[config.mk]
export PLATFORM = sky130hd
export DESIGN_NAME = ycc_ingest
export DESIGN_NICKNAME = d
export VERILOG_FILES = /design/src/rtl/ycc_pkg.sv /design/src/rtl/ycc_trs_parser.sv /design/src/rtl/ycc_group_asm.sv /design/src/rtl/ycc_pixel_out.sv /design/src/rtl/ycc_ingest.sv
export SDC_FILE = /design/constraint.sdc
export NUM_CORES = 1
export LEC_CHECK = 0
export BUFFER_PORTS_ARGS = -buffer_cell sky130_fd_sc_hd__buf_2
export CAP_MARGIN = 20
export CORE_MARGIN = 2
export CORE_UTILIZATION = 30
export CTS_BUF_LIST = sky130_fd_sc_hd__clkbuf_16
export DETAILED_ROUTE_END_ITERATION = 7
export GPL_TIMING_DRIVEN = 0
export SLEW_MARGIN = 20
export SYNTH_ARGS = -nofsm -noshare
export SYNTH_HDL_FRONTEND = slang
export SYNTH_SLANG_ARGS = --single-unit
[constraint.sdc]
create_clock -name clk -period 4.6 [get_ports clk]
set_input_delay 0.92 -clock clk [delete_from_list [all_inputs] [get_ports clk]]
set_output_delay 0.92 -clock clk [all_outputs]
set_load 0.03 [all_outputs]
[src/rtl/ycc_pkg.sv]
// Package: shared encodings for the YCbCr input demultiplexer.
// Assumes: two-bit format select; preamble matcher needs four states.
package ycc_pkg;

    typedef enum logic [1:0] {
        FMT_WIDE   = 2'd0,
        FMT_NARROW = 2'd1,
        FMT_EMB    = 2'd2,
        FMT_RSVD   = 2'd3
    } fmt_e;

    typedef enum logic [1:0] {
        PRE_SEEK = 2'd0,
        PRE_ONES = 2'd1,
        PRE_Z1   = 2'd2,
        PRE_Z2   = 2'd3
    } pre_e;

endpackage

[src/rtl/ycc_trs_parser.sv]
// Module: finds embedded timing references (all-ones, zero, zero, flag word)
// on the shared byte lane and keeps the active-video window.
// Assumes: en is high on every sampled byte of the embedded packing; pixel
// bytes never take the all-ones value, so that value always starts a reference.
module ycc_trs_parser
    import ycc_pkg::*;
#(
    parameter int W = 8
) (
    input  logic         clk,
    input  logic         rst_n,
    input  logic         en,
    input  logic [W-1:0] byte_i,
    output logic         acc_o,
    output logic         sav_stb_o,
    output logic         eav_stb_o,
    output logic         field_o,
    output logic         vblank_o
);

    localparam int H_BIT = W - 4;
    localparam int V_BIT = W - 3;
    localparam int F_BIT = W - 2;

    pre_e pre_q;
    logic win_q;
    logic is_ones;
    logic is_zero;
    logic flag_now;

    assign is_ones  = &byte_i;
    assign is_zero  = ~|byte_i;
    assign flag_now = en && (pre_q == PRE_Z2);
    assign acc_o    = en && win_q && !is_ones;

    // Advance the preamble matcher by one byte.
    always_ff @(posedge clk) begin
        if (!rst_n) begin
            pre_q <= PRE_SEEK;
        end else if (en) begin
            case (pre_q)
                PRE_SEEK: pre_q <= is_ones ? PRE_ONES : PRE_SEEK;
                PRE_ONES: pre_q <= is_zero ? PRE_Z1 : (is_ones ? PRE_ONES : PRE_SEEK);
                PRE_Z1:   pre_q <= is_zero ? PRE_Z2 : (is_ones ? PRE_ONES : PRE_SEEK);
                default:  pre_q <= PRE_SEEK;
            endcase
        end
    end

    // Open the window on a start code outside blanking, close it on any reference.
    always_ff @(posedge clk) begin
        if (!rst_n) begin
            win_q <= 1'b0;
        end else if (flag_now) begin
            win_q <= !byte_i[H_BIT] && !byte_i[V_BIT];
        end else if (en && is_ones) begin
            win_q <= 1'b0;
        end
    end

    // Register strobes and hold the decoded flags.
    always_ff @(posedge clk) begin
        if (!rst_n) begin
            sav_stb_o <= 1'b0;
            eav_stb_o <= 1'b0;
            field_o   <= 1'b0;
            vblank_o  <= 1'b0;
        end else begin
            sav_stb_o <= flag_now && !byte_i[H_BIT];
            eav_stb_o <= flag_now &&  byte_i[H_BIT];
            if (flag_now) begin
                field_o  <= byte_i[F_BIT];
                vblank_o <= byte_i[V_BIT];
            end
        end
    end

    AST_EAV_CLOSES: assert property (@(posedge clk) disable iff (!rst_n)
        eav_stb_o |-> !win_q);

endmodule

[src/rtl/ycc_group_asm.sv]
// Module: collects one 4:2:2 group (Cb, Y0, Cr, Y1) from either the parallel
// lanes (two samples) or the shared byte lane (four samples).
// Assumes: en marks sampled edges; acc low on a sampled edge restarts at Cb.
module ycc_group_asm #(
    parameter int W = 8
) (
    input  logic         clk,
    input  logic         rst_n,
    input  logic         en,
    input  logic         acc,
    input  logic         wide,
    input  logic [W-1:0] luma_i,
    input  logic [W-1:0] chroma_i,
    output logic         done_o,
    output logic [W-1:0] y0_o,
    output logic [W-1:0] y1_o,
    output logic [W-1:0] cb_o,
    output logic [W-1:0] cr_o
);

    localparam int SLOTS = 4;
    localparam int IW    = $clog2(SLOTS);

    logic [IW-1:0] idx_q;
    logic [IW-1:0] last_slot;
    logic [W-1:0]  cb_q;
    logic [W-1:0]  y0_q;
    logic [W-1:0]  cr_q;

    assign last_slot = wide ? IW'(1) : IW'(SLOTS - 1);
    assign done_o    = en && acc && (idx_q == last_slot);
    assign y0_o      = y0_q;
    assign y1_o      = luma_i;
    assign cb_o      = cb_q;
    assign cr_o      = wide ? chroma_i : cr_q;

    // Step the slot index and latch each slot's sample.
    always_ff @(posedge clk) begin
        if (!rst_n) begin
            idx_q <= '0;
            cb_q  <= '0;
            y0_q  <= '0;
            cr_q  <= '0;
        end else if (en) begin
            if (!acc) begin
                idx_q <= '0;
            end else if (wide) begin
                if (idx_q == '0) begin
                    cb_q  <= chroma_i;
                    y0_q  <= luma_i;
                    idx_q <= IW'(1);
                end else begin
                    idx_q <= '0;
                end
            end else begin
                case (idx_q)
                    IW'(0):  cb_q <= chroma_i;
                    IW'(1):  y0_q <= luma_i;
                    IW'(2):  cr_q <= chroma_i;
                    default: ;
                endcase
                idx_q <= idx_q + IW'(1);
            end
        end
    end

endmodule

[src/rtl/ycc_pixel_out.sv]
// Module: turns a finished group into two 4:4:4 pixels on consecutive cycles,
// repeating the chroma pair and raising luma to the black floor.
// Assumes: groups finish at least three cycles apart.
module ycc_pixel_out #(
    parameter int W      = 8,
    parameter int YFLOOR = 16
) (
    input  logic         clk,
    input  logic         rst_n,
    input  logic         done_i,
    input  logic [W-1:0] y0_i,
    input  logic [W-1:0] y1_i,
    input  logic [W-1:0] cb_i,
    input  logic [W-1:0] cr_i,
    output logic [W-1:0] y_o,
    output logic [W-1:0] cb_o,
    output logic [W-1:0] cr_o,
    output logic         vld_o
);

    localparam logic [W-1:0] FLOOR = W'(YFLOOR);

    logic         pend_q;
    logic [W-1:0] y1_q;

    function automatic logic [W-1:0] lift(input logic [W-1:0] v);
        return (v < FLOOR) ? FLOOR : v;
    endfunction

    // Emit the first pixel of a group, then the held second one.
    always_ff @(posedge clk) begin
        if (!rst_n) begin
            y_o    <= '0;
            cb_o   <= '0;
            cr_o   <= '0;
            vld_o  <= 1'b0;
            pend_q <= 1'b0;
            y1_q   <= '0;
        end else if (done_i) begin
            y_o    <= lift(y0_i);
            cb_o   <= cb_i;
            cr_o   <= cr_i;
            y1_q   <= lift(y1_i);
            vld_o  <= 1'b1;
            pend_q <= 1'b1;
        end else if (pend_q) begin
            y_o    <= y1_q;
            vld_o  <= 1'b1;
            pend_q <= 1'b0;
        end else begin
            vld_o  <= 1'b0;
        end
    end

    AST_NO_OVERLAP: assert property (@(posedge clk) disable iff (!rst_n)
        done_i |-> !pend_q);
    AST_LUMA_FLOOR: assert property (@(posedge clk) disable iff (!rst_n)
        vld_o |-> (y_o >= FLOOR));

endmodule

[src/rtl/ycc_ingest.sv]
// Module: top of the YCbCr input demultiplexer. Selects the packing, gates
// sampling by pixel phase, and joins the reference parser, group assembler
// and pixel emitter.
// Assumes: fmt_sel changes only while no video flows.
module ycc_ingest
    import ycc_pkg::*;
#(
    parameter int W      = 8,
    parameter int YFLOOR = 16
) (
    input  logic           clk,
    input  logic           rst_n,
    input  logic [1:0]     fmt_sel,
    input  logic           pix_ph,
    input  logic           act_in,
    input  logic [2*W-1:0] din,
    output logic [W-1:0]   y_o,
    output logic [W-1:0]   cb_o,
    output logic [W-1:0]   cr_o,
    output logic           pix_vld,
    output logic           sav_stb,
    output logic           eav_stb,
    output logic           field_o,
    output logic           vblank_o
);

    fmt_e         fmt;
    logic         wide;
    logic         emb;
    logic         smp_en;
    logic         emb_acc;
    logic         acc;
    logic [W-1:0] lo_lane;
    logic [W-1:0] luma_in;
    logic         grp_done;
    logic [W-1:0] g_y0;
    logic [W-1:0] g_y1;
    logic [W-1:0] g_cb;
    logic [W-1:0] g_cr;

    // Decode the packing and pick lanes and sample qualifier.
    always_comb begin
        fmt     = fmt_e'(fmt_sel);
        wide    = (fmt == FMT_WIDE);
        emb     = (fmt == FMT_EMB);
        smp_en  = wide ? !pix_ph : 1'b1;
        lo_lane = din[W-1:0];
        luma_in = wide ? din[2*W-1:W] : lo_lane;
        acc     = emb ? emb_acc : act_in;
    end

    ycc_trs_parser #(.W(W)) u_trs (
        .clk       (clk),
        .rst_n     (rst_n),
        .en        (emb),
        .byte_i    (lo_lane),
        .acc_o     (emb_acc),
        .sav_stb_o (sav_stb),
        .eav_stb_o (eav_stb),
        .field_o   (field_o),
        .vblank_o  (vblank_o)
    );

    ycc_group_asm #(.W(W)) u_grp (
        .clk      (clk),
        .rst_n    (rst_n),
        .en       (smp_en),
        .acc      (acc),
        .wide     (wide),
        .luma_i   (luma_in),
        .chroma_i (lo_lane),
        .done_o   (grp_done),
        .y0_o     (g_y0),
        .y1_o     (g_y1),
        .cb_o     (g_cb),
        .cr_o     (g_cr)
    );

    ycc_pixel_out #(.W(W), .YFLOOR(YFLOOR)) u_out (
        .clk    (clk),
        .rst_n  (rst_n),
        .done_i (grp_done),
        .y0_i   (g_y0),
        .y1_i   (g_y1),
        .cb_i   (g_cb),
        .cr_i   (g_cr),
        .y_o    (y_o),
        .cb_o   (cb_o),
        .cr_o   (cr_o),
        .vld_o  (pix_vld)
    );

    AST_PAIR_HOLD: assert property (@(posedge clk) disable iff (!rst_n)
        $rose(pix_vld) |=> pix_vld && $stable(cb_o) && $stable(cr_o));
    AST_WIDE_SKIP: assert property (@(posedge clk) disable iff (!rst_n)
        (fmt_sel == FMT_WIDE) && pix_ph |-> !grp_done);
    AST_STB_QUIET: assert property (@(posedge clk) disable iff (!rst_n)
        (fmt_sel != FMT_EMB) && $past(fmt_sel != FMT_EMB) |-> !sav_stb && !eav_stb);

endmodule

==> flow_summary.ini <==
[status]
status = finished clean

[timing]
fmax_mhz = 414
min_period_ns = 2.41
relSlewSlack = 0.552
final_max_slew_viol_count = 0
fin_ws_ns = 2.19
final-setup-viol-count = 0
finClkSkew_ns = 0.00563
finalHoldViolations = 0
fin_tns_setup_ns = 0
layout_worst_path_cycle_share = 0.525
worst_pin_slew_ns = 0.672
grt_setup_unrepaired = no

[power]
leakage_nw = 1.37
power_density_nw_per_um2 = 394
fin_total_pwr_w = 0.00142
irDropWorstVdd_mv = 0.152

[final_layout]
syn_to_final_growth_pct = 24.8
nNetsFinal = 434
fillerInstances = 977
final_common_cell = nand2_1
drive_gt1_frac = 0.200
diodes = 0
stdcell_area_um2 = 3610
final_cell_mix = 82 x nand2_1, 67 x dfxtp_1, 50 x buf_2

[clock_tree]
cts-root-buf = clkbuf_16
cts.sink_count = 67
worstSkewPairLatency_ns = 0.33
post_cts_resize_count = 0
cts_buffer_depth = 2
holdBufCountCts = 0
cts_tree = done
path_clk_slew_ns = 0.05
cts_buffers = 9
htreeDepth = 3
postCtsSetupBuffers = 0

[setup_path]
path_max_fanout = 10
critPathArrivalTime_ns = 2.65
path_class = in -> reg
cp-start-kind = input pin
worstSetupEndpointType = flip-flop
cp_data_required_time_ns = 4.84

[floorplanning]
fp.coreArea_um2 = 9280
io_pins = 51
start_util = 0.312
rows = 35
dieWidth_um = 102
dieHeight_um = 102
die_area_um2 = 10400

[global_route]
grt_usage = 0.160
grt_max_degree = 13
overflow = 0
grt_pass1_vias = 2550
antenna_found_initial = 0
grt_pass1_wl_mm = 12.7

[detailed_routing]
wl_per_cell_um = 14.5
drtIter0Drc = 90
wl_mm = 7.89
vias = 2655
vias_per_cell = 4.89
drc = 0
drtPass1Iterations = 4
ant_nets = 0

[synthesis]
ys_seq_elements = 67
seq_area_frac_synth = 0.463
synthCells = 350
synth_cell_types = 39
yosys_warnings = 0
postSynthAreaPerCell_um2 = 8.27
syn_area_um2 = 2890
synth_nets = 375

[placement]
placed_area_um2 = 3300
place_ws_ns = 1.86
place.gp.congestion = 0.838
io_buffers = 48
dp_hpwl_mm = 5.80

[min_path]
hold_class = reg -> reg

[run]
drv_cap = 0
-- worst paths after layout --
kind | startpoint | endpoint | slack, ns | cells after the start
setup / recovery | pix_ph | u_out.cr_o[5] | 2.19 | 7
hold / removal | u_grp.cb_o[5] | u_out.cb_o[5] | 0.45 | 2
setup reg to reg | u_grp.idx_q[1] | u_out.cr_o[5] | 2.57 | 6
hold reg to reg | u_grp.cb_o[5] | u_out.cb_o[5] | 0.45 | 2
-- final cells by class --
cell class	instances	area, µm²	share of cell area
Timing Repair Buffer	48	240	0.0665
Sequential cell	67	1340	0.371
Clock inverter	7	91.3	0.0253
Inverter	5	18.8	0.00520
Buffer	24	109	0.0301
Tap cell	129	161	0.0447
Multi-Input combinational cell	254	1430	0.395
Clock buffer	9	225	0.0623
-- per-stage QoR --
step                 util  std cells  hold WS (ns)
floorplan               -        350         0.431
global placement    0.355        527         0.437
detailed placement  0.355        527         0.446
CTS                 0.389        543         0.455
global route        0.389        543         0.476
finish              0.389        543         0.451
-- where the power goes --
group / leakage (nW) / internal (W) / switching (W)
clock network: 0.156 / 0.000473 / 0.000257
logic: 0.671 / 0.0000313 / 0.0000680
registers: 0.541 / 0.000590 / 0.00000505
total: 1.37 / 0.00109 / 0.000330
-- per-layer routing --
layer,vias up,share of wire,GRT usage
li1,1334,-,-
met1,1251,0.44,0.193
met2,56,0.48,0.265
met3,14,0.048,0.0479
met4,0,0.023,0.0687
met5,-,0,0
-- synth_stat cells --
| master | count | share of area |
|---|---|---|
| clkinv_1 | 1 | 0.0013 |
| o32ai_1 | 1 | 0.0030 |
| a311oi_2 | 3 | 0.016 |
| buf_6 | 1 | 0.0039 |
| nand2_1 | 82 | 0.11 |
| buf_2 | 2 | 0.0035 |
| a21boi_4 | 1 | 0.0065 |
| buf_1 | 3 | 0.0039 |
| mux2_2 | 4 | 0.016 |
| nor2b_1 | 1 | 0.0022 |
| dfxtp_1 | 67 | 0.46 |
| nor3b_1 | 1 | 0.0026 |
| a21bo_2 | 1 | 0.0035 |
| nor4_1 | 2 | 0.0043 |
| nor2_1 | 31 | 0.040 |
| a31oi_1 | 1 | 0.0022 |
| buf_4 | 2 | 0.0052 |
| inv_1 | 4 | 0.0052 |
| a311oi_1 | 5 | 0.015 |
| o21ai_0 | 25 | 0.043 |
| a221oi_4 | 1 | 0.0091 |
| o211ai_1 | 1 | 0.0026 |
| and2b_1 | 1 | 0.0026 |
| ha_1 | 3 | 0.013 |
| a21oi_1 | 19 | 0.033 |
| mux2i_1 | 16 | 0.055 |
| clkbuf_1 | 15 | 0.019 |
| nand3_1 | 26 | 0.045 |
| and3_1 | 2 | 0.0043 |
| a22oi_1 | 1 | 0.0026 |
| clkbuf_2 | 1 | 0.0017 |
| or2_2 | 2 | 0.0043 |
| nand4_1 | 6 | 0.013 |
| or4_1 | 2 | 0.0052 |
| o211ai_4 | 1 | 0.0073 |
| o31ai_1 | 8 | 0.021 |
| nand2b_1 | 1 | 0.0022 |
| a211oi_1 | 2 | 0.0052 |
| nor3_1 | 4 | 0.0069 |
-- logic make-up (layout without fill, tap and decap cells) --
group           after synthesis  in the layout  share of synthesized area
simple gates                161            161                      0.239
compound gates               70             70                      0.169
flops                        67             67                      0.463
buf+inv                      29             93                     0.0441
mux                          20             20                     0.0709
fa+ha+maj                     3              3                     0.0130
-- flip-flops by register name, indices dropped and copies added, names as in the netlist --
name,cells
u_grp.cb_o,8
u_trs.eav_stb_o,1
u_grp.cr_q,8
u_trs.field_o,1
u_grp.idx_q,2
u_out.cr_o,8
u_trs.sav_stb_o,1
u_trs.vblank_o,1
u_out.vld_o,1
u_grp.y0_o,8
u_out.y_o,8
u_trs.pre_q,2
u_out.cb_o,8
u_trs.win_q,1
u_out.y1_q,8
u_out.pend_q,1
-- critical path, cell delays in order --
cell,delay [ns]
buf_2,0.14
or4_1,0.50
a21oi_1,0.20
a21boi_4,0.38
buf_6,0.20
nor2_1,0.06
a311oi_2,0.23
Note: power is estimated with default switching activity, not from simulation.
